--- src/rtl/bcd_alu_pkg.sv ---
package bcd_alu_pkg;

    localparam int DW  = 8;
    localparam int NW  = DW / 2;
    localparam int OPW = 3;
    localparam int SW  = DW + 3;   // signed width for decimal intermediates

    localparam logic [OPW-1:0] OP_ADD = 3'd0;
    localparam logic [OPW-1:0] OP_SUB = 3'd1;
    localparam logic [OPW-1:0] OP_CMP = 3'd2;
    localparam logic [OPW-1:0] OP_ROL = 3'd3;
    localparam logic [OPW-1:0] OP_ROR = 3'd4;

    typedef enum logic [1:0] {
        S_IDLE = 2'd0,
        S_EXEC = 2'd1,
        S_DONE = 2'd2
    } state_e;

    typedef struct packed {
        logic z;
        logic n;
        logic c;
        logic v;
    } flags_t;

endpackage

--- src/rtl/bcd_alu_bin.sv ---
module bcd_alu_bin
    import bcd_alu_pkg::*;
(
    input  logic [DW-1:0] a,
    input  logic [DW-1:0] b,
    input  logic          cin,
    input  logic          sub,
    output logic [DW-1:0] res,
    output flags_t        flg
);

    logic [DW-1:0] b_eff;
    logic [DW:0]   sum;

    // Subtraction is addition of the inverted operand; carry-in 1 means no borrow.
    always_comb begin
        b_eff = sub ? ~b : b;
        sum   = {1'b0, a} + {1'b0, b_eff} + {{DW{1'b0}}, cin};
        res   = sum[DW-1:0];
        flg.c = sum[DW];
        flg.v = ~(a[DW-1] ^ b_eff[DW-1]) & (a[DW-1] ^ sum[DW-1]);
        flg.z = (sum[DW-1:0] == '0);
        flg.n = sum[DW-1];
    end

    // two negative addends that overflow must always produce a carry
    always_comb begin
        if (!sub && a[DW-1] && b[DW-1] && flg.v)
            a_r3_neg_overflow_carries: assert (flg.c);
    end

endmodule

--- src/rtl/bcd_alu_dec.sv ---
module bcd_alu_dec
    import bcd_alu_pkg::*;
(
    input  logic [DW-1:0] a,
    input  logic [DW-1:0] b,
    input  logic          cin,
    output logic [DW-1:0] add_res,
    output flags_t        add_flg,
    output logic [DW-1:0] sub_res
);

    logic [NW:0]          lo_sum;
    logic [NW:0]          lo_fix;
    logic [NW+3:0]        lo_tmp;
    logic [DW+1:0]        hi_raw;
    logic [DW+1:0]        hi_fix;
    logic [DW:0]          plain;
    logic signed [SW-1:0] sgn_sum;

    logic signed [NW+1:0] lo_dif;
    logic signed [NW+1:0] lo_dfix;
    logic signed [NW+1:0] lo_dtmp;
    logic signed [SW-1:0] hi_dif;
    logic signed [SW-1:0] hi_dfix;

    // Decimal add: units correction, tens correction, flags from intermediates
    always_comb begin
        lo_sum = {1'b0, a[NW-1:0]} + {1'b0, b[NW-1:0]} + {{NW{1'b0}}, cin};
        lo_tmp = {3'b000, lo_sum} + (NW+4)'(6);
        if (lo_sum >= (NW+1)'(10))
            lo_fix = {1'b1, lo_tmp[NW-1:0]};
        else
            lo_fix = lo_sum;
        hi_raw = {2'b00, a[DW-1:NW], {NW{1'b0}}}
               + {2'b00, b[DW-1:NW], {NW{1'b0}}}
               + {{(DW-NW+1){1'b0}}, lo_fix};
        if (hi_raw >= (DW+2)'(8'hA0))
            hi_fix = hi_raw + (DW+2)'(8'h60);
        else
            hi_fix = hi_raw;
        plain   = {1'b0, a} + {1'b0, b} + {{DW{1'b0}}, cin};
        sgn_sum = SW'($signed({a[DW-1:NW], {NW{1'b0}}}))
                + SW'($signed({b[DW-1:NW], {NW{1'b0}}}))
                + SW'($signed({1'b0, lo_fix}));
        add_res   = hi_fix[DW-1:0];
        add_flg.c = (hi_fix >= (DW+2)'(9'h100));
        add_flg.n = hi_raw[DW-1];
        add_flg.z = (plain[DW-1:0] == '0);
        add_flg.v = (sgn_sum > SW'(127)) || (sgn_sum < -SW'(128));
    end

    // Decimal subtract: borrow corrections on the units and tens parts
    always_comb begin
        lo_dif  = (NW+2)'($signed({2'b00, a[NW-1:0]}))
                - (NW+2)'($signed({2'b00, b[NW-1:0]}))
                + (NW+2)'($signed({1'b0, cin}))
                - (NW+2)'(1);
        lo_dtmp = lo_dif - (NW+2)'(6);
        if (lo_dif < 0)
            lo_dfix = {2'b11, lo_dtmp[NW-1:0]};
        else
            lo_dfix = lo_dif;
        hi_dif  = SW'($signed({3'b000, a[DW-1:NW], {NW{1'b0}}}))
                - SW'($signed({3'b000, b[DW-1:NW], {NW{1'b0}}}))
                + SW'(lo_dfix);
        if (hi_dif < 0)
            hi_dfix = hi_dif - SW'(8'h60);
        else
            hi_dfix = hi_dif;
        sub_res = hi_dfix[DW-1:0];
    end

    // valid decimal operands always give valid decimal digits
    always_comb begin
        if (a[NW-1:0] <= NW'(9) && a[DW-1:NW] <= NW'(9) &&
            b[NW-1:0] <= NW'(9) && b[DW-1:NW] <= NW'(9)) begin
            a_r5_bcd_digits: assert (add_res[NW-1:0] <= NW'(9) && add_res[DW-1:NW] <= NW'(9) &&
                                     sub_res[NW-1:0] <= NW'(9) && sub_res[DW-1:NW] <= NW'(9));
        end
    end

endmodule

--- src/rtl/bcd_alu_rot.sv ---
module bcd_alu_rot
    import bcd_alu_pkg::*;
(
    input  logic [DW-1:0] a,
    input  logic          cin,
    input  logic          right,
    output logic [DW-1:0] res,
    output flags_t        flg
);

    always_comb begin
        if (right) begin
            res   = {cin, a[DW-1:1]};
            flg.c = a[0];
        end else begin
            res   = {a[DW-2:0], cin};
            flg.c = a[DW-1];
        end
        flg.z = (res == '0);
        flg.n = res[DW-1];
        flg.v = 1'b0;
    end

endmodule

--- src/rtl/bcd_alu.sv ---
module bcd_alu
    import bcd_alu_pkg::*;
(
    input  logic           clk,
    input  logic           rst_n,
    input  logic           valid_in,
    input  logic [2:0]     op_sel,
    input  logic [7:0]     acc_in,
    input  logic [7:0]     opnd_in,
    input  logic           carry_in,
    input  logic           dec_mode,
    output logic           valid_out,
    output logic [7:0]     result,
    output logic           flag_z,
    output logic           flag_n,
    output logic           flag_c,
    output logic           flag_v
);

    state_e         state_q;
    state_e         state_d;
    logic           accept;

    logic [OPW-1:0] op_q;
    logic [DW-1:0]  a_q;
    logic [DW-1:0]  b_q;
    logic           cin_q;
    logic           dec_q;

    logic [DW-1:0]  bin_res;
    flags_t         bin_flg;
    logic [DW-1:0]  dadd_res;
    flags_t         dadd_flg;
    logic [DW-1:0]  dsub_res;
    logic [DW-1:0]  rot_res;
    flags_t         rot_flg;
    logic           bin_sub;
    logic           bin_cin;

    logic [DW-1:0]  nxt_res;
    flags_t         nxt_flg;
    logic [DW-1:0]  res_q;
    flags_t         flg_q;

    // ---------------- state register ----------------
    always_ff @(posedge clk or negedge rst_n) begin
        if (!rst_n)
            state_q <= S_IDLE;
        else
            state_q <= state_d;
    end

    // ---------------- next state ----------------
    always_comb begin
        state_d = state_q;
        unique case (state_q)
            S_IDLE:  if (valid_in) state_d = S_EXEC;       // ACCEPT
            S_EXEC:  state_d = S_DONE;                      // FINISH
            S_DONE:  state_d = valid_in ? S_EXEC : S_IDLE;  // CHAIN / RETIRE
            default: state_d = S_IDLE;
        endcase
    end

    assign accept = valid_in && (state_q != S_EXEC);

    // ---------------- request capture ----------------
    always_ff @(posedge clk or negedge rst_n) begin
        if (!rst_n) begin
            op_q  <= '0;
            a_q   <= '0;
            b_q   <= '0;
            cin_q <= 1'b0;
            dec_q <= 1'b0;
        end else if (accept) begin
            op_q  <= op_sel;
            a_q   <= acc_in;
            b_q   <= opnd_in;
            cin_q <= carry_in;
            dec_q <= dec_mode;
        end
    end

    // ---------------- datapath units ----------------
    assign bin_sub = (op_q != OP_ADD);
    assign bin_cin = (op_q == OP_CMP) ? 1'b1 : cin_q;

    bcd_alu_bin u_bin (
        .a   (a_q),
        .b   (b_q),
        .cin (bin_cin),
        .sub (bin_sub),
        .res (bin_res),
        .flg (bin_flg)
    );

    bcd_alu_dec u_dec (
        .a       (a_q),
        .b       (b_q),
        .cin     (cin_q),
        .add_res (dadd_res),
        .add_flg (dadd_flg),
        .sub_res (dsub_res)
    );

    bcd_alu_rot u_rot (
        .a     (a_q),
        .cin   (cin_q),
        .right (op_q == OP_ROR),
        .res   (rot_res),
        .flg   (rot_flg)
    );

    // ---------------- operation select ----------------
    always_comb begin
        nxt_res = a_q;
        nxt_flg = '{z: (a_q == '0), n: a_q[DW-1], c: cin_q, v: 1'b0};
        case (op_q)
            OP_ADD: begin
                nxt_res = dec_q ? dadd_res : bin_res;
                nxt_flg = dec_q ? dadd_flg : bin_flg;
            end
            OP_SUB: begin
                nxt_res = dec_q ? dsub_res : bin_res;
                nxt_flg = bin_flg;
            end
            OP_CMP: begin
                nxt_res = a_q;
                nxt_flg = '{z: bin_flg.z, n: bin_flg.n, c: bin_flg.c, v: 1'b0};
            end
            OP_ROL, OP_ROR: begin
                nxt_res = rot_res;
                nxt_flg = rot_flg;
            end
            default: ;
        endcase
    end

    // ---------------- output registers ----------------
    always_ff @(posedge clk or negedge rst_n) begin
        if (!rst_n) begin
            res_q <= '0;
            flg_q <= '0;
        end else if (state_q == S_EXEC) begin
            res_q <= nxt_res;
            flg_q <= nxt_flg;
        end
    end

    assign valid_out = (state_q == S_DONE);
    assign result    = res_q;
    assign flag_z    = flg_q.z;
    assign flag_n    = flg_q.n;
    assign flag_c    = flg_q.c;
    assign flag_v    = flg_q.v;

    // ---------------- assertions ----------------
    // the completion pulse never lasts more than one cycle
    a_r2_single_pulse: assert property (@(posedge clk) disable iff (!rst_n)
        valid_out |=> !valid_out);

    // every completion pulse traces back to a strobe two edges earlier
    a_r2_latency: assert property (@(posedge clk) disable iff (!rst_n)
        valid_out |-> $past(valid_in, 2));

    // outputs move only on the edge that leaves S_EXEC
    a_r11_hold: assert property (@(posedge clk) disable iff (!rst_n)
        (state_q != S_EXEC) |=> ($stable(result) && $stable(flag_c) && $stable(flag_v)));

    // a compare never reports overflow
    a_r8_cmp_no_v: assert property (@(posedge clk) disable iff (!rst_n)
        (valid_out && op_q == OP_CMP) |-> !flag_v);

endmodule

--- config.mk ---
export PLATFORM = sky130hd
export DESIGN_NAME = bcd_alu
export DESIGN_NICKNAME = d
export VERILOG_FILES = /design/src/rtl/bcd_alu_pkg.sv /design/src/rtl/bcd_alu_bin.sv /design/src/rtl/bcd_alu_dec.sv /design/src/rtl/bcd_alu_rot.sv /design/src/rtl/bcd_alu.sv
export SDC_FILE = /design/constraint.sdc
export NUM_CORES = 1
export LEC_CHECK = 0
export BUFFER_PORTS_ARGS = -buffer_cell sky130_fd_sc_hd__buf_2
export CAP_MARGIN = 20
export CORE_MARGIN = 5
export CORE_UTILIZATION = 60
export CTS_BUF_LIST = sky130_fd_sc_hd__clkbuf_4 sky130_fd_sc_hd__clkbuf_8 sky130_fd_sc_hd__clkbuf_16
export DETAILED_ROUTE_END_ITERATION = 8
export PLACE_DENSITY = 0.8
export SYNTH_ARGS = -nofsm -noshare
export SYNTH_HDL_FRONTEND = slang
export SYNTH_SLANG_ARGS = --single-unit
--- constraint.sdc ---
create_clock -name clk -period 5.53 [get_ports clk]
set_input_delay 1.659 -clock clk [delete_from_list [all_inputs] [get_ports clk]]
set_output_delay 1.659 -clock clk [all_outputs]
set_load 0.03 [all_outputs]
Word-level counts from Yosys, hierarchy flattened
Cells that the tools add are included.
{ "classes": {"n_addsub": 19, "mul": 0, "div": 0, "magnitude_cmp": 7, "n_eq_ne": 8, "shift": 0, "n_mux": 16, "bitwise": 5, "n_reduce_logical": 10} }
{ "ops": {"columns": ["operator", "count"], "rows": [
  ["$mux W8", 5],
  ["$logic_not A8 Y1", 4],
  ["$add A8 B8 Y9", 3],
  ["$pmux W8 S3", 1],
  ["$pmux W4 S4", 1],
  ["$add A11 B6 Y11", 1],
  ["$gt A11 B8 Y1 const B", 1],
  ["$lt A11 B1 Y1 const B", 1],
  ["$lt A11 B8 Y1 const B", 1],
  ["$add A10 B5 Y10", 1],
  ["$add A10 B7 Y10 const B", 1],
  ["$add A9 B6 Y10", 1],
  ["$ge A10 B8 Y1 const B", 1],
  ["$ge A10 B9 Y1 const B", 1],
  ["$mux W10", 1],
  ["$add A9 B1 Y9", 1],
  ["$sub A8 B8 Y9", 1],
  ["$add A8 B1 Y8", 1],
  ["$add A8 B8 Y8", 1],
  ["$not A8 Y8", 1],
  ["$sub A8 B7 Y8 const B", 1],
  ["$add A6 B2 Y6", 1],
  ["$eq A3 B2 Y1 const B", 2],
  ["$lt A6 B1 Y1 const B", 1],
  ["other kinds (28)", 31]
]} }
{ "totals": {"ff_bits": 35, "latchBits": 0, "mem_bits_rw": 0, "rom_bits": 0, "elab_cells": 76, "n_memories": 0} }

Logic depth before layout (Yosys ltp)
Gate-level depths: netlist of run 1.
{ "logic_depth": {"word_depth": 10, "mapped_depth": 18, "depth_no_buf": 18} }

Cells and area by module
Synthesis of run 1 repeated with hierarchy kept, for this count alone.
{ "hier_totals": {"cells_unflattened": 463, "hier_area_um2": 4130.2} }
{ "by_module_without_submodules": {"columns": ["mod", "n_inst", "cells_each", "area_per_inst_um2", "seq_area_each_um2"], "rows": [
  ["bcd_alu", 1, 179, 1888.1, 875.8],
  ["bcd_alu_dec", 1, 211, 1657.8, 0.0],
  ["bcd_alu_bin", 1, 53, 429.2, 0.0],
  ["bcd_alu_rot", 1, 20, 155.1, 0.0]
]} }

Least setup slack after synthesis of run 1
Ideal clock, no wire load.
{ "synth_timing": {"kind": "flip-flop to flip-flop", "startpoint": "register a_q[0]", "endpoint": "register res_q[6] (netlist: result[6])", "setup_time_ns": 0.119, "arrival_ns": 3.786, "path_slack_ns": 1.625, "path_stages_with_launch": 19, "path_buffers": 0, "cell_sequence": "dfrtp_1 > inv_1 > ha_1 > inv_1 > fa_1 > xnor2_2 > and3_4 > or4b_4 > nand3_2 > inv_1 > o21ai_0 > ha_1 > inv_1 > fa_1 > inv_1 > ha_1 > o211ai_1 > o211ai_1 > o21a_1"} }
{ "synth_between": {"elab_chain_len": 10} }
{ "synth_rtl": {"columns": ["item", "line", "source"], "rows": [
  ["start: declaration", "bcd_alu.sv:25", "logic [DW-1:0] a_q;"],
  ["start signal: assignment", "bcd_alu.sv:76", "a_q <= acc_in;"],
  ["$sub A4 B4 Y5", "bcd_alu_dec.sv:55", "- (NW+2)'($signed({2'b00, b[NW-1:0]}))"],
  ["$add A6 B2 Y6", "bcd_alu_dec.sv:56", "+ (NW+2)'($signed({1'b0, cin}))"],
  ["$sub A6 B2 Y6", "bcd_alu_dec.sv:57", "- (NW+2)'(1);"],
  ["$lt A6 B1 Y1 / $sub A4 B4 Y4 (equally long branches)", "bcd_alu_dec.sv:59, bcd_alu_dec.sv:58", null],
  ["$mux W6", "bcd_alu_dec.sv:59", "if (lo_dif < 0)"],
  ["$add A9 B6 Y10", "bcd_alu_dec.sv:65", "+ SW'(lo_dfix);"],
  ["$lt A11 B1 Y1 / $sub A8 B7 Y8 (equally long branches)", "bcd_alu_dec.sv:66, bcd_alu_dec.sv:67", null],
  ["$mux W8", "bcd_alu_dec.sv:66", "if (hi_dif < 0)"],
  ["$mux W8", "bcd_alu.sv:123", "nxt_res = dec_q ? dsub_res : bin_res;"],
  ["$pmux W8 S3 (*)", "bcd_alu.sv:117", "case (op_q)"],
  ["end signal: assignment", "bcd_alu.sv:144", "res_q <= nxt_res;"],
  ["end: declaration", "bcd_alu.sv:42", "logic [DW-1:0] res_q;"]
]} }
Mark *: on every way between the ends. The rest lies on a longest branch, timed or not.
A chain may end at the register's enable or synchronous reset.

Worst setup path after layout of run 1
Same ends and word-level chain as after synthesis.

==> flow_results.org, run 1 <==
** Synth
- Synthesis produced a netlist whose cell count is 467.
- Xor/xnor cell area share of the yosys netlist :: 0.0726
- Largest family of logic cells by synthesized area :: compound AO/OA/AOI/OAI gates
- Post-synthesis async set-or-reset flop share :: 1.00
- After synthesis, the cell types taking the most area are sky130_fd_sc_hd__dfrtp_1 22%, sky130_fd_sc_hd__ha_1 11%, sky130_fd_sc_hd__mux2_2 6.8%.
- Sequential-to-total area share from yosys stat :: 0.221
- After synthesis, the share of cell area in mux cells is 0.0682.
- Adder and majority gate portion of the synthesized area :: 0.154
- In this run the cell area of the synthesized design comes to roughly 0.004 mm².
- The netlist uses 68 different library cells.
- Of the total synthesized cell area, the portion taken by AND, OR, NAND and NOR gates is 0.188.
- After synthesis, the mean cell area works out to 8.49 µm².
- For this run, the leading register cell type out of synthesis is sky130_fd_sc_hd__dfrtp_1.
- Yosys warning count :: 0
- The number of nets handed over by synthesis was approximately 540.
- The fraction of the mapped netlist area in compound gates came to 0.242.
- Of the post-synthesis cell area, the dominant cell type holds 0.221.
- Counting flops and latches in the post-synthesis netlist gives 35.
- Counting flops with a built-in enable in the synthesized netlist gives 0.
- Of all cell types, the one taking the most synthesized area is sky130_fd_sc_hd__dfrtp_1.

** Placement
- At the end of routability-driven placement, the weighted congestion stood at 0.965.
- Prior to clock tree synthesis, the placed netlist has a worst setup slack of 1290 ps.
- Buffers placed on the I/O ports in this run total 36.
- In this run the cell area measured after placement is approximately 0.0042 mm².
- Final HPWL DP :: around 8400 µm

** Critical path
- Launching element type of the critical path :: register
- STA classifies the critical path endpoint as a register.
- The endpoint identified for the worst register-to-register timing path is result[6].
- The worst register-to-register path has a setup slack of 1220 ps.
- Type of the worst setup path :: reg2reg
- Data arrives at the worst endpoint at 4500 ps.
- Worst setup path endpoint :: result[6]
- Data on the critical path is required at its endpoint by approximately 5700 ps.
- Along the worst path, the maximum fanout reaches 7.
- The startpoint identified for the worst register-to-register timing path is a_q[0].
- Worst R2R Path Depth :: 18
- Critical path origin :: a_q[0]

** Global routing
- The number of global-route vias before repair was between 3,000 and 4,000.
- Largest net degree at the start of global routing :: 36
- Antenna violations before repair :: 0
- The first global-routing pass estimated 18,700 µm of wire.
- For this run the aggregate overflow at the end of global routing stands at 0.
- GRT Total Usage :: 0.275

** Route
- In the routed layout, each cell is associated on average with a via count of 6.77.
- Dividing the detail-routed wire length by the instance count gives 20.0 µm.
- Wires add up to about 11,000 µm.
- Via total after detailed routing :: just under 4,000
- Number of antenna-violating nets in the routed design :: 0
- In this run, the number of DRC markers left after iteration 0 of detailed routing was between 300 and 400.
- Router iterations before antenna repair :: 5
- Number of design rule violations left after detail routing :: 0

** Floorplanning
- The initial utilization of the core area, before any placement, comes to 0.621.
- Top-level I/O count :: 37
- Cell row count :: 29
- The floorplan step set the die height to 91.3 µm.
- The die is 91.3 µm wide.
- Overall die area :: 0.00833 mm²
- After floorplanning, the core was sized to cover roughly 0.0064 mm².

** Pwr
- Across the VDD grid, the largest voltage drop is 0.314 mV.
- Net switching share of the total power :: 0.508
- The share of total power dissipated in the clock network is 0.125.
- Standby leakage power :: 1.84 nW
- Power density relative to cell area :: 480 mW/mm²
- Summing internal, switching and leakage power gives a little over 2 mW.
- Int Pwr :: 1.01 mW
- Sequential power share :: 0.189
- In this run the power spent charging and discharging nets is around 1.0 mW.
- Of the total power, combinational logic draws 0.687.

** Finish
- Synth-to-Final Area Change :: 8.30%
- Fill cells in the final layout number 520.
- 0 antenna diodes ended up in the layout.
- Fraction of layout instances using a drive strength above 1 :: 0.172
- Post-route cell area :: 0.00429 mm²
- After the last flow step, the layout net total stands at between 500 and 600.

** Clocking
- PostCTS Resize Cnt :: 0
- In this run the deepest clock path goes through 2 buffers.
- Number of clock buffers inserted by TritonCTS :: 5
- Hold-fix buffer count after cts :: 0
- The clock net in this run drives a total of 35 sinks.
- Insertion delay of the later-clocked pin in the worst-skew pair :: 300 ps
- Buffers inserted during post-CTS setup optimization :: 0
- Clock tree root driver cell :: sky130_fd_sc_hd__clkbuf_8
- CTS built an H-tree with a depth of 2.
- CTS clk-pin slew, worst paths :: 80 ps
- CTS tree :: yes

** Timing
- Setup TNS after final layout :: 0 ps
- The final hold violation count was 0.
- Headroom to the max-slew limit came out at 0.354.
- Worst Max-Slew Pin Slew :: 960 ps
- Derived from the worst setup path, the maximum achievable clock frequency is approximately 0.23 GHz.
- Final worst-path setup slack :: 1220 ps
- On the final layout, the worst clock skew is 3.84 ps.
- Unrepaired setup endpoints after global routing :: false
- Share of the clock period used by the worst path after layout :: 0.779
- Final setup violation count :: 0
- Final-report max-slew violation count :: 0
- Final critical-path required period :: between 4000 and 5000 ps

** Status
- The flow ran to the end, and the final reports show no timing, DRC or antenna violations.

** Worst hold path
- In this run the worst hold path is classified as reg2reg.

** Run
- Max cap viols :: 0
## cell usage after synthesis (3+ instances only)
cell type,count
sky130_fd_sc_hd__dfrtp_1,35
sky130_fd_sc_hd__nor3_1,13
sky130_fd_sc_hd__o21ai_1,4
sky130_fd_sc_hd__nand3_1,11
sky130_fd_sc_hd__nand2b_1,5
sky130_fd_sc_hd__nor2b_1,9
sky130_fd_sc_hd__nand4_1,5
sky130_fd_sc_hd__o31ai_1,7
sky130_fd_sc_hd__a21o_1,5
sky130_fd_sc_hd__xnor2_1,23
sky130_fd_sc_hd__o22ai_1,4
sky130_fd_sc_hd__nor2_1,38
sky130_fd_sc_hd__a211o_1,3
sky130_fd_sc_hd__o21bai_1,3
sky130_fd_sc_hd__inv_1,32
sky130_fd_sc_hd__nor4_1,5
sky130_fd_sc_hd__a21oi_1,22
sky130_fd_sc_hd__o211ai_1,11
sky130_fd_sc_hd__ha_1,36
sky130_fd_sc_hd__mux2_2,24
sky130_fd_sc_hd__fa_1,8
sky130_fd_sc_hd__nand2_1,23
sky130_fd_sc_hd__a31oi_1,9
sky130_fd_sc_hd__buf_2,3
sky130_fd_sc_hd__clkbuf_1,16
sky130_fd_sc_hd__and3_1,3
sky130_fd_sc_hd__o2111ai_1,3
sky130_fd_sc_hd__o21ai_0,27
sky130_fd_sc_hd__o21a_1,7
sky130_fd_sc_hd__o221ai_1,4
sky130_fd_sc_hd__a211oi_1,4
sky130_fd_sc_hd__xor2_1,8
sky130_fd_sc_hd__nand3b_1,3
sky130_fd_sc_hd__or3_1,7
## cell families after synthesis
group,count (synthesis)
and+or+nand+nor,139
AOI/OAI and AO/OA,138
buffers and inverters,55
adders and majority gates,44
DFF,35
xor gates and xnor gates,32
muxes,24
## per-stage QoR
stage,cells,hold WS [ps],utilization
final,570,454,0.672
after global routing,570,488,0.672
after CTS,570,459,0.672
after detailed placement,562,448,0.654
after global placement,562,439,0.654
after floorplan,467,426,-
## worst min-delay path by stage
stage	endpoint	slack [ps]	cells after the start	startpoint
after CTS	state_q[0]	460	1	state_q[0]
after global routing	state_q[0]	490	1	state_q[0]
final	state_q[0]	450	1	state_q[0]
after detailed placement	state_q[0]	450	1	state_q[0]
after floorplan	state_q[0]	430	1	state_q[0]
after global placement	state_q[0]	440	1	state_q[0]
## flip-flops by register name (all words and copies together), names as in the netlist
signal,flops
flag_z,1
result,8
op_q,3
dec_q,1
flag_v,1
b_q,8
a_q,8
flag_c,1
flag_n,1
state_q,2
cin_q,1
## worst max-delay path: stages (launching register included)
cell and delay, ps:
sky130_fd_sc_hd__dfrtp_1 470, sky130_fd_sc_hd__inv_1 160, sky130_fd_sc_hd__ha_1 190, sky130_fd_sc_hd__inv_1 60, sky130_fd_sc_hd__fa_1 420, sky130_fd_sc_hd__xnor2_2 240
sky130_fd_sc_hd__and3_4 240, sky130_fd_sc_hd__or4b_4 480, sky130_fd_sc_hd__nand3_2 160, sky130_fd_sc_hd__inv_1 110, sky130_fd_sc_hd__o21ai_0 100, sky130_fd_sc_hd__ha_1 190
sky130_fd_sc_hd__inv_1 50, sky130_fd_sc_hd__fa_1 370, sky130_fd_sc_hd__xnor2_1 260, sky130_fd_sc_hd__ha_1 270, sky130_fd_sc_hd__o211ai_1 80, sky130_fd_sc_hd__o211ai_1 130
sky130_fd_sc_hd__o21a_1 210
## layout by cell type, fill, tap and decap left out, types with 13 or more instances in the layout
master and instances:
sky130_fd_sc_hd__xnor2_1 23, sky130_fd_sc_hd__nand2_1 23, sky130_fd_sc_hd__ha_1 36, sky130_fd_sc_hd__buf_2 36, sky130_fd_sc_hd__nor2_1 38, sky130_fd_sc_hd__o21ai_0 27
sky130_fd_sc_hd__a21oi_1 22, sky130_fd_sc_hd__inv_1 32, sky130_fd_sc_hd__dfrtp_1 35, sky130_fd_sc_hd__mux2_2 24, sky130_fd_sc_hd__nor3_1 13
## layer usage
| metal | routed length (µm) | GRT usage | up-vias | part of all wire |
|---|---|---|---|---|
| met3 | 1180 | 0.0793 | 44 | 0.10 |
| li1 | - | - | 1768 | - |
| met2 | 5230 | 0.438 | 235 | 0.46 |
| met5 | 0 | 0 | - | 0 |
| met4 | 389 | 0.111 | 0 | 0.034 |
| met1 | 4580 | 0.351 | 1812 | 0.40 |
## final cells by class
class	instances	area (µm²)	area share
inverters	34	128	0.0297
well taps	77	96.3	0.0224
clock inverters	2	35.0	0.00816
repair buffers	39	203	0.0472
clock buffers	6	82.6	0.0192
flip-flops and latches	35	876	0.204
multi-input cells	377	2870	0.669
## power groups by stage
stage	clock, mW	sequential, mW	combinational, mW
5_1_grt	0.268	0.397	1.56
3_5_place_dp	0	0.391	1.37
3_3_place_gp	0	0.388	1.33
4_1_cts	0.254	0.387	1.39
6_report	0.257	0.389	1.42
2_1_floorplan	0	0.421	1.02
No activity file was read; power rests on OpenSTA's default activity.
==> run 2: changes to the inputs <==
==> constraint.sdc (replaced) <==
create_clock -name clk -period 4.5 [get_ports clk]
set_input_delay 1.35 -clock clk [delete_from_list [all_inputs] [get_ports clk]]
set_output_delay 1.35 -clock clk [all_outputs]
set_load 0.03 [all_outputs]
==> flow_results.org, run 2 (same netlist as run 1, synthesis figures left out) <==
** Finish
- Sequential Area :: 876 µm² (unchanged)
- Synth-to-Final Area Change :: 8.74%
- The top cell types in the final layout, fill and taps aside, are 38 x sky130_fd_sc_hd__nor2_1, 36 x sky130_fd_sc_hd__buf_2, 35 x sky130_fd_sc_hd__ha_1, 35 x sky130_fd_sc_hd__dfrtp_1, 31 x sky130_fd_sc_hd__inv_1.
- The area of all placed cells without fillers is 0.00431 mm² (+0.41%).
- Total of fill cells in the finished design :: 529 (+1.7%)
- The number of antenna diodes came to 0 (unchanged).
- Net count of the finished layout :: 564 (+0.71%)
- Most common library cell in the layout ignoring fill and taps :: sky130_fd_sc_hd__nor2_1
- The share of cells above drive strength 1 was 0.185 (+0.0131).
- Fin util :: 0.675 (+0.00274)
- Total area of multi-input combinational cells :: 0.00289 mm² (+0.61%)

** Floorplanning
- Cell row count :: 29 (unchanged)
- Overall die area :: 0.00833 mm² (unchanged)
- Core region area :: 0.00639 mm² (unchanged)
- Initial standard-cell utilization of the core :: 0.621 (unchanged)
- The number of top-level design ports is 37 (unchanged).
- The vertical die dimension is 91.3 µm (unchanged).
- Die outline width :: 91.3 µm (unchanged)

** Placement
- Weighted congestion reported at the end of routability-driven placement :: 0.983 (+1.9%)
- Number of I/O port buffers :: 36 (unchanged)
- Placed cell area :: 0.00421 mm² (+0.72%)
- The HPWL after detailed placement is 8430 µm (-0.15%).

** Pwr
- The reported leakage power was 1.85 nW (+0.75%).
- The power per cell area came to 576 mW/mm² (+20%).
- Int Pwr :: 1.21 mW (+19%)
- Sequential power share :: 0.190 (about the same)
- The fraction of power consumed by combinational cells is 0.714 (+0.027).
- Clock network fraction of design power :: 0.097 (-0.028)
- The switching power total is 1.28 mW (+22%).
- Highest ir drop seen on vdd :: 0.453 mV (+44%)
- The switching power as a share of total power is 0.513 (+0.00486).

** Run
- Max cap viols :: 0 (unchanged)

** Clocking
- The tree is rooted in a sky130_fd_sc_hd__clkbuf_8.
- Number of clock buffers inserted by TritonCTS :: 5 (unchanged)
- The source-to-sink clock delay at the later pin of the worst-skew pair is 300 ps (about the same).
- CTS clk-pin slew, worst paths :: 70 ps (about the same)
- The total of cells resized after clock tree synthesis was 0 (unchanged).
- Hold-fix buffer count after cts :: 0 (unchanged)
- CTS tree :: yes
- The number of sinks driven by the clock tree came to 35 (unchanged).
- Max Root-Sink Buffers :: 2 (unchanged)
- H-tree levels :: 2 (unchanged)
- The number of setup buffers added after CTS is 0 (unchanged).

** Route
- The first-iteration detailed-routing DRC count came to 369 (+5.4%).
- DR vias/cell :: 6.74 (-0.39%)
- Wire length after detailed routing :: 11,200 µm (-1.9%)
- The number of vias in the routed layout was 3,864 (+0.13%).
- The count of TritonRoute iterations in the first routing pass is 7 (+2).
- The final routed DRC violation total was 0 (unchanged).
- Mean routed wirelength per cell :: 19.5 µm (-2.4%)
- Number of antenna-violating nets in the routed design :: 0 (unchanged)

** Timing
- Final critical-path required period :: 4220 ps (-86.0 ps)
- Share of the clock period used by the worst path after layout :: 0.938 (+0.159)
- The transition time at the pin with the least slew margin came to 1010 ps (+52.7 ps).
- Final hold violation count :: 0 (unchanged)
- Final-report max-slew violation count :: 0 (unchanged)
- The achievable frequency is 0.237 GHz (+2.0%).
- Worst hold slack after final layout :: 463 ps (+8.98 ps)
- The final total negative setup slack came to 0 ps (unchanged).
- Setup repair after global routing left no endpoint under its margin.
- Clock skew after layout :: 5.78 ps (+1.94 ps)
- Max-Slew Margin vs Limit :: 0.319 (-0.0355)
- Final setup violation count :: 0 (unchanged)

** Critical path
- Slowest cell on crit path :: sky130_fd_sc_hd__or4b_4
- Worst flop-to-flop path startpoint :: a_q[0]
- Type of the worst setup path :: reg2reg
- Cell-by-cell listing of the critical path :: inv_2 -> ha_1 -> inv_1 -> fa_1 -> xnor2_2 -> and3_4 -> or4b_4 -> nand3_2 -> inv_1 -> o21ai_0 -> ha_1 -> inv_1 -> fa_1 -> xnor2_2 -> ha_1 -> o211ai_1 -> o211ai_1 -> o21a_1
- The critical path starts at a_q[0].
- The delay of the slowest critical-path stage was 490 ps (about the same).
- STA classifies the critical path endpoint as a register.
- Data required time of the worst path :: 4690 ps (-1040 ps)
- The critical-path maximum fanout came to 7 (unchanged).
- The worst setup path is launched from a register.
- The arrival time at the worst endpoint came to 4410 ps (-90 ps).

** Global routing
- The maximum number of pins on one net before global-route repair is 36 (unchanged).
- Wire length of the first global-routing pass :: 18,100 µm (-2.8%)
- Antenna violations before repair :: 0 (unchanged)
- The leftover overflow at the end of global routing is 0 (unchanged).
- GRT Total Usage :: 0.266 (-0.00873)
- The number of global-route vias before repair came to 3,669 (-1.1%).

** Status
- Status :: finished, final reports clean

** Worst hold path
- The path class of the tightest hold or removal check is reg2reg.
- In this run the most critical hold path is launched from state_q[0].
## run 2: changes by cell type in the layout (fill, tap and decap cells not counted), sizes merged
cell	previous run	this run
buf	39	43
bufinv	1	0
## run 2: layout make-up
class,instances,share of cell area
clock buffer,6,0.0192
clock inverter,1,0.00116
inverter,34,0.0296
multi-input combinational,377,0.671
sequential,35,0.203
tap,77,0.0224
timing repair buffer,43,0.0540
## run 2: path summary, 6_finish.rpt
| kind | endpoint | slack, ps | depth (start not counted) |
|---|---|---|---|
| setup / recovery | result[6] | 280 | 18 |
| hold / removal | state_q[0] | 460 | 1 |
| setup reg to reg | result[6] | 280 | 18 |
| hold reg to reg | state_q[0] | 460 | 1 |
| max in group asynchronous | b_q[5] | 2880 | 1 |
| min in group asynchronous | flag_n | 1120 | 1 |
## run 2: power groups by stage
stage | sequential [mW] | combinational (mW) | clock [mW]
4_1_cts | 0.468 | 1.72 | 0.239
6_report | 0.472 | 1.77 | 0.240
3_5_place_dp | 0.474 | 1.71 | 0
5_1_grt | 0.479 | 1.93 | 0.261
2_1_floorplan | 0.517 | 1.25 | 0
3_3_place_gp | 0.469 | 1.65 | 0
## run 2: layer usage
| metal | wire (µm) | share of wire | vias to the layer above | global-route usage |
|---|---|---|---|---|
| met1 | 4480 | 0.40 | 1809 | 0.346 |
| met5 | 0 | 0 | - | 0 |
| met3 | 1080 | 0.097 | 44 | 0.0694 |
| li1 | - | - | 1791 | - |
| met4 | 410 | 0.037 | 0 | 0.0868 |
| met2 | 5200 | 0.47 | 220 | 0.432 |
## run 2: metrics by stage
step,total power [mW],setup WS (ps),std cells
4_1_cts,2.43,190,573
2_1_floorplan,1.77,595,467
5_1_grt,2.67,17.0,573
3_5_place_dp,2.18,238,566
6_report,2.48,279,573
3_3_place_gp,2.12,401,566
## run 2: worst max-delay path: cells and delay by family (launching register included)
kind                     cells  cell delay [ps]
buffers and inverters        4              340
AO/OA/AOI/OAI                4              540
XOR/XNOR                     2              390
AND/OR/NAND/NOR              3              880
flip-flops                   1              470
adder cells (fa/ha/maj)      5             1510
==> run 3: changes to the inputs <==
--- a/config.mk
+++ b/config.mk
@@ -7,11 +7,14 @@
 export LEC_CHECK = 0
 export BUFFER_PORTS_ARGS = -buffer_cell sky130_fd_sc_hd__buf_2
 export CAP_MARGIN = 20
+export CELL_PAD_IN_SITES_DETAIL_PLACEMENT = 1
+export CELL_PAD_IN_SITES_GLOBAL_PLACEMENT = 1
 export CORE_MARGIN = 5
-export CORE_UTILIZATION = 60
+export CORE_UTILIZATION = 46
 export CTS_BUF_LIST = sky130_fd_sc_hd__clkbuf_4 sky130_fd_sc_hd__clkbuf_8 sky130_fd_sc_hd__clkbuf_16
 export DETAILED_ROUTE_END_ITERATION = 8
-export PLACE_DENSITY = 0.8
+export PLACE_DENSITY_LB_ADDON = 0.1
+export SLEW_MARGIN = 0
 export SYNTH_ARGS = -nofsm -noshare
 export SYNTH_HDL_FRONTEND = slang
 export SYNTH_SLANG_ARGS = --single-unit
==> constraint.sdc (replaced) <==
create_clock -name clk -period 4.5 [get_ports clk]
set_input_delay 0.9 -clock clk [delete_from_list [all_inputs] [get_ports clk]]
set_output_delay 0.9 -clock clk [all_outputs]
set_load 0.03 [all_outputs]
==> flow_results.org, run 3 (same netlist as run 1, synthesis figures left out) <==
** Clocking
- Number of clock buffers inserted by TritonCTS :: 5 (unchanged)
- Clock tree root driver cell :: sky130_fd_sc_hd__clkbuf_8
- The H-tree depth is 2 (unchanged).
- TritonCTS built the clock tree.
- The number of setup buffers added after CTS is 0 (unchanged).
- The source-to-sink clock delay at the later pin of the worst-skew pair came to 300 ps (about the same).
- The clock transition at the register clock pins on the worst setup and hold paths after CTS was 80 ps (about the same).
- The total of cells resized after clock tree synthesis is 0 (unchanged).
- CTS sink count :: 35 (unchanged)
- The count of hold buffers inserted by post-cts repair came to 0 (unchanged).
- Max Root-Sink Buffers :: 2 (unchanged)

** Pwr
- Fraction of power consumed by combinational cells :: 0.700 (-0.014)
- Switch Pwr :: 1.35 mW (+5.7%)
- Int Pwr :: 1.25 mW (+3.1%)
- The power per cell area was 596 mW/mm² (+3.3%).
- Power, Total :: 2.59 mW (+4.4%)
- Highest ir drop seen on vdd :: 0.318 mV (-30%)
- Standby leakage power :: 1.86 nW (about the same)
- The switching power as a share of total power was 0.520 (+0.00640).
- Sequential power share :: 0.185 (-0.005)
- The clock network power share was 0.115 (+0.018).

** Finish
- Commonest cells after routing, fill and taps aside :: 38 x sky130_fd_sc_hd__nor2_1, 36 x sky130_fd_sc_hd__buf_2, 35 x sky130_fd_sc_hd__ha_1, 35 x sky130_fd_sc_hd__dfrtp_1, 31 x sky130_fd_sc_hd__inv_1
- Net count of the finished layout :: 564 (unchanged)
- The final core utilization is 0.525 (-0.150).
- Post-route cell area :: 0.00436 mm² (+1.0%)
- Total of fill cells in the finished design :: 1,013 (+91%)
- Fraction of layout instances using a drive strength above 1 :: 0.183 (-0.00239)
- Sequential Area :: 876 µm² (unchanged)
- The number of antenna diodes was 0 (unchanged).
- Total area of multi-input combinational cells :: 0.00288 mm² (-0.52%)
- Final instance count without filler cells :: 602 (+5.1%)
- Leaving out fill and tap cells, the most frequent cell in the layout is sky130_fd_sc_hd__nor2_1.
- Synth-to-Final Area Change :: 9.88%

** Timing
- The max-slew violation count is 0 (unchanged).
- Max-Slew Margin vs Limit :: 0.274 (-0.0450)
- The setup violation total in the final timing report came to 0 (unchanged).
- Final worst-path setup slack :: 258 ps (-21.1 ps)
- Share of the clock period used by the worst path after layout :: 0.943 (+0.00468)
- The final total negative setup slack is 0 ps (unchanged).
- Final critical-path required period :: 4240 ps (+21.0 ps)
- The transition time at the pin with the least slew margin came to 1060 ps (+49.1 ps).
- The achievable frequency came to 0.236 GHz (-0.50%).
- Clock skew after layout :: 10.5 ps (+4.70 ps)
- Worst hold slack after final layout :: 462 ps (-0.995 ps)
- Unrepaired setup endpoints after global routing :: false
- The final hold violation count was 0 (unchanged).

** Floorplanning
- The core area is 0.00830 mm² (+30%).
- The number of top-level design ports came to 37 (unchanged).
- The area enclosed by the die boundary was 0.0106 mm² (+27%).
- The number of placement rows came to 33 (+14%).
- Die outline width :: 103 µm (+13%)
- The initial core utilization was 0.478 (-0.143).
- Vertical die dimension :: 103 µm (+13%)

** Route
- DRC violation total after the first TritonRoute iteration :: 263 (-29%)
- DR vias/cell :: 6.28 (-6.9%)
- Via total after detailed routing :: 3,779 (-2.2%)
- The average wire length per cell after detail routing came to 21.9 µm (+12%).
- Router iterations before antenna repair :: 5 (-2)
- Wire length after detailed routing :: 13,200 µm (+18%)
- Number of antenna-violating nets in the routed design :: 0 (unchanged)
- Number of design rule violations left after detail routing :: 0 (unchanged)

** Critical path
- The register-to-register path setup slack came to 260 ps (-20 ps).
- Walking the worst path, the cells encountered are inv_2 -> ha_1 -> inv_1 -> fa_1 -> xnor2_2 -> and3_4 -> or4b_4 -> nand3_2 -> inv_1 -> o21ai_0 -> ha_1 -> inv_1 -> fa_1 -> xnor2_1 -> ha_1 -> o211ai_1 -> o211ai_1 -> o21a_1.
- Slowest cell on crit path :: sky130_fd_sc_hd__dfrtp_1
- By startpoint and endpoint, the worst setup path is classified as reg2reg.
- The count of buffer and inverter cells on the critical path was 4 (unchanged).
- The worst setup path is captured at a register.
- The data required time of the critical path is 4690 ps (about the same).
- Slowest cell delay on critical path :: 480 ps (about the same)
- Launching element type of the critical path :: register
- Family with the most delay on the worst path :: adder cells
- The critical-path maximum fanout is 7 (unchanged).
- The arrival time at the worst endpoint came to 4440 ps (+30 ps).

** Global routing
- GRT Total Usage :: 0.261 (-0.00541)
- Vias in the first global route :: 3,952 (+7.7%)
- The maximum number of pins on one net before global-route repair was 36 (unchanged).
- Antenna violations before repair :: 0 (unchanged)
- Wire length of the first global-routing pass :: 21,100 µm (+16%)
- The leftover overflow at the end of global routing came to 0 (unchanged).

** Run
- Max cap viols :: 0 (unchanged)

** Worst hold path
- Class of the tightest hold or removal check :: reg2reg

** Placement
- The number of buffers inserted by port buffering came to 36 (unchanged).
- Weighted congestion reported at the end of routability-driven placement :: 0.928 (-5.6%)
- Placed cell area :: 0.00424 mm² (+0.83%)
- The total placed cells including tap cells was 594 (+4.9%).
- The HPWL after detailed placement was 10,200 µm (+21%).
- Worst slack after detailed placement :: 234 ps (-4.32 ps)

** Status
- The run finished with clean final reports.
-- run 3: worst register-to-register path, cell delays in order (launching register included) --
cell                       delay [ps]
sky130_fd_sc_hd__dfrtp_1          480
sky130_fd_sc_hd__inv_2            130
sky130_fd_sc_hd__ha_1             180
sky130_fd_sc_hd__inv_1             50
sky130_fd_sc_hd__fa_1             420
sky130_fd_sc_hd__xnor2_2          250
sky130_fd_sc_hd__and3_4           250
sky130_fd_sc_hd__or4b_4           480
sky130_fd_sc_hd__nand3_2          150
sky130_fd_sc_hd__inv_1            100
sky130_fd_sc_hd__o21ai_0           90
sky130_fd_sc_hd__ha_1             200
sky130_fd_sc_hd__inv_1             60
sky130_fd_sc_hd__fa_1             370
sky130_fd_sc_hd__xnor2_1          250
sky130_fd_sc_hd__ha_1             270
sky130_fd_sc_hd__o211ai_1          90
sky130_fd_sc_hd__o211ai_1         120
sky130_fd_sc_hd__o21a_1           190
-- run 3: worst paths after layout --
path                                  from         end  cells after the start
worst max register to register      a_q[0]   result[6]                     18
max in group asynchronous            rst_n      b_q[2]                      1
worst max-delay path                a_q[0]   result[6]                     18
min in group asynchronous            rst_n      flag_c                      1
worst min-delay path            state_q[0]  state_q[0]                      1
worst min register to register  state_q[0]  state_q[0]                      1
-- run 3: layer usage --
metal  vias up  GRT usage  share of wire
met4         0     0.0896          0.034
met5         -          0              0
met1      1832      0.352           0.44
met3        29     0.0372          0.061
li1       1772          -              -
met2       146      0.430           0.46
-- run 3: cell type report --
class,instances,share of cell area
clock buffer,5,0.0158
clock inverter,3,0.0101
inverter,34,0.0293
multi-input combinational,377,0.660
sequential,35,0.201
tap,105,0.0302
timing repair buffer,43,0.0534
-- run 3: power groups by stage --
stage	Sequential, mW	Clock, mW	Combinational [mW]
after floorplan	0.517	0	1.25
after global placement	0.482	0	1.71
after detailed placement	0.487	0	1.77
after CTS	0.481	0.304	1.79
after global routing	0.490	0.321	1.98
final	0.481	0.297	1.82
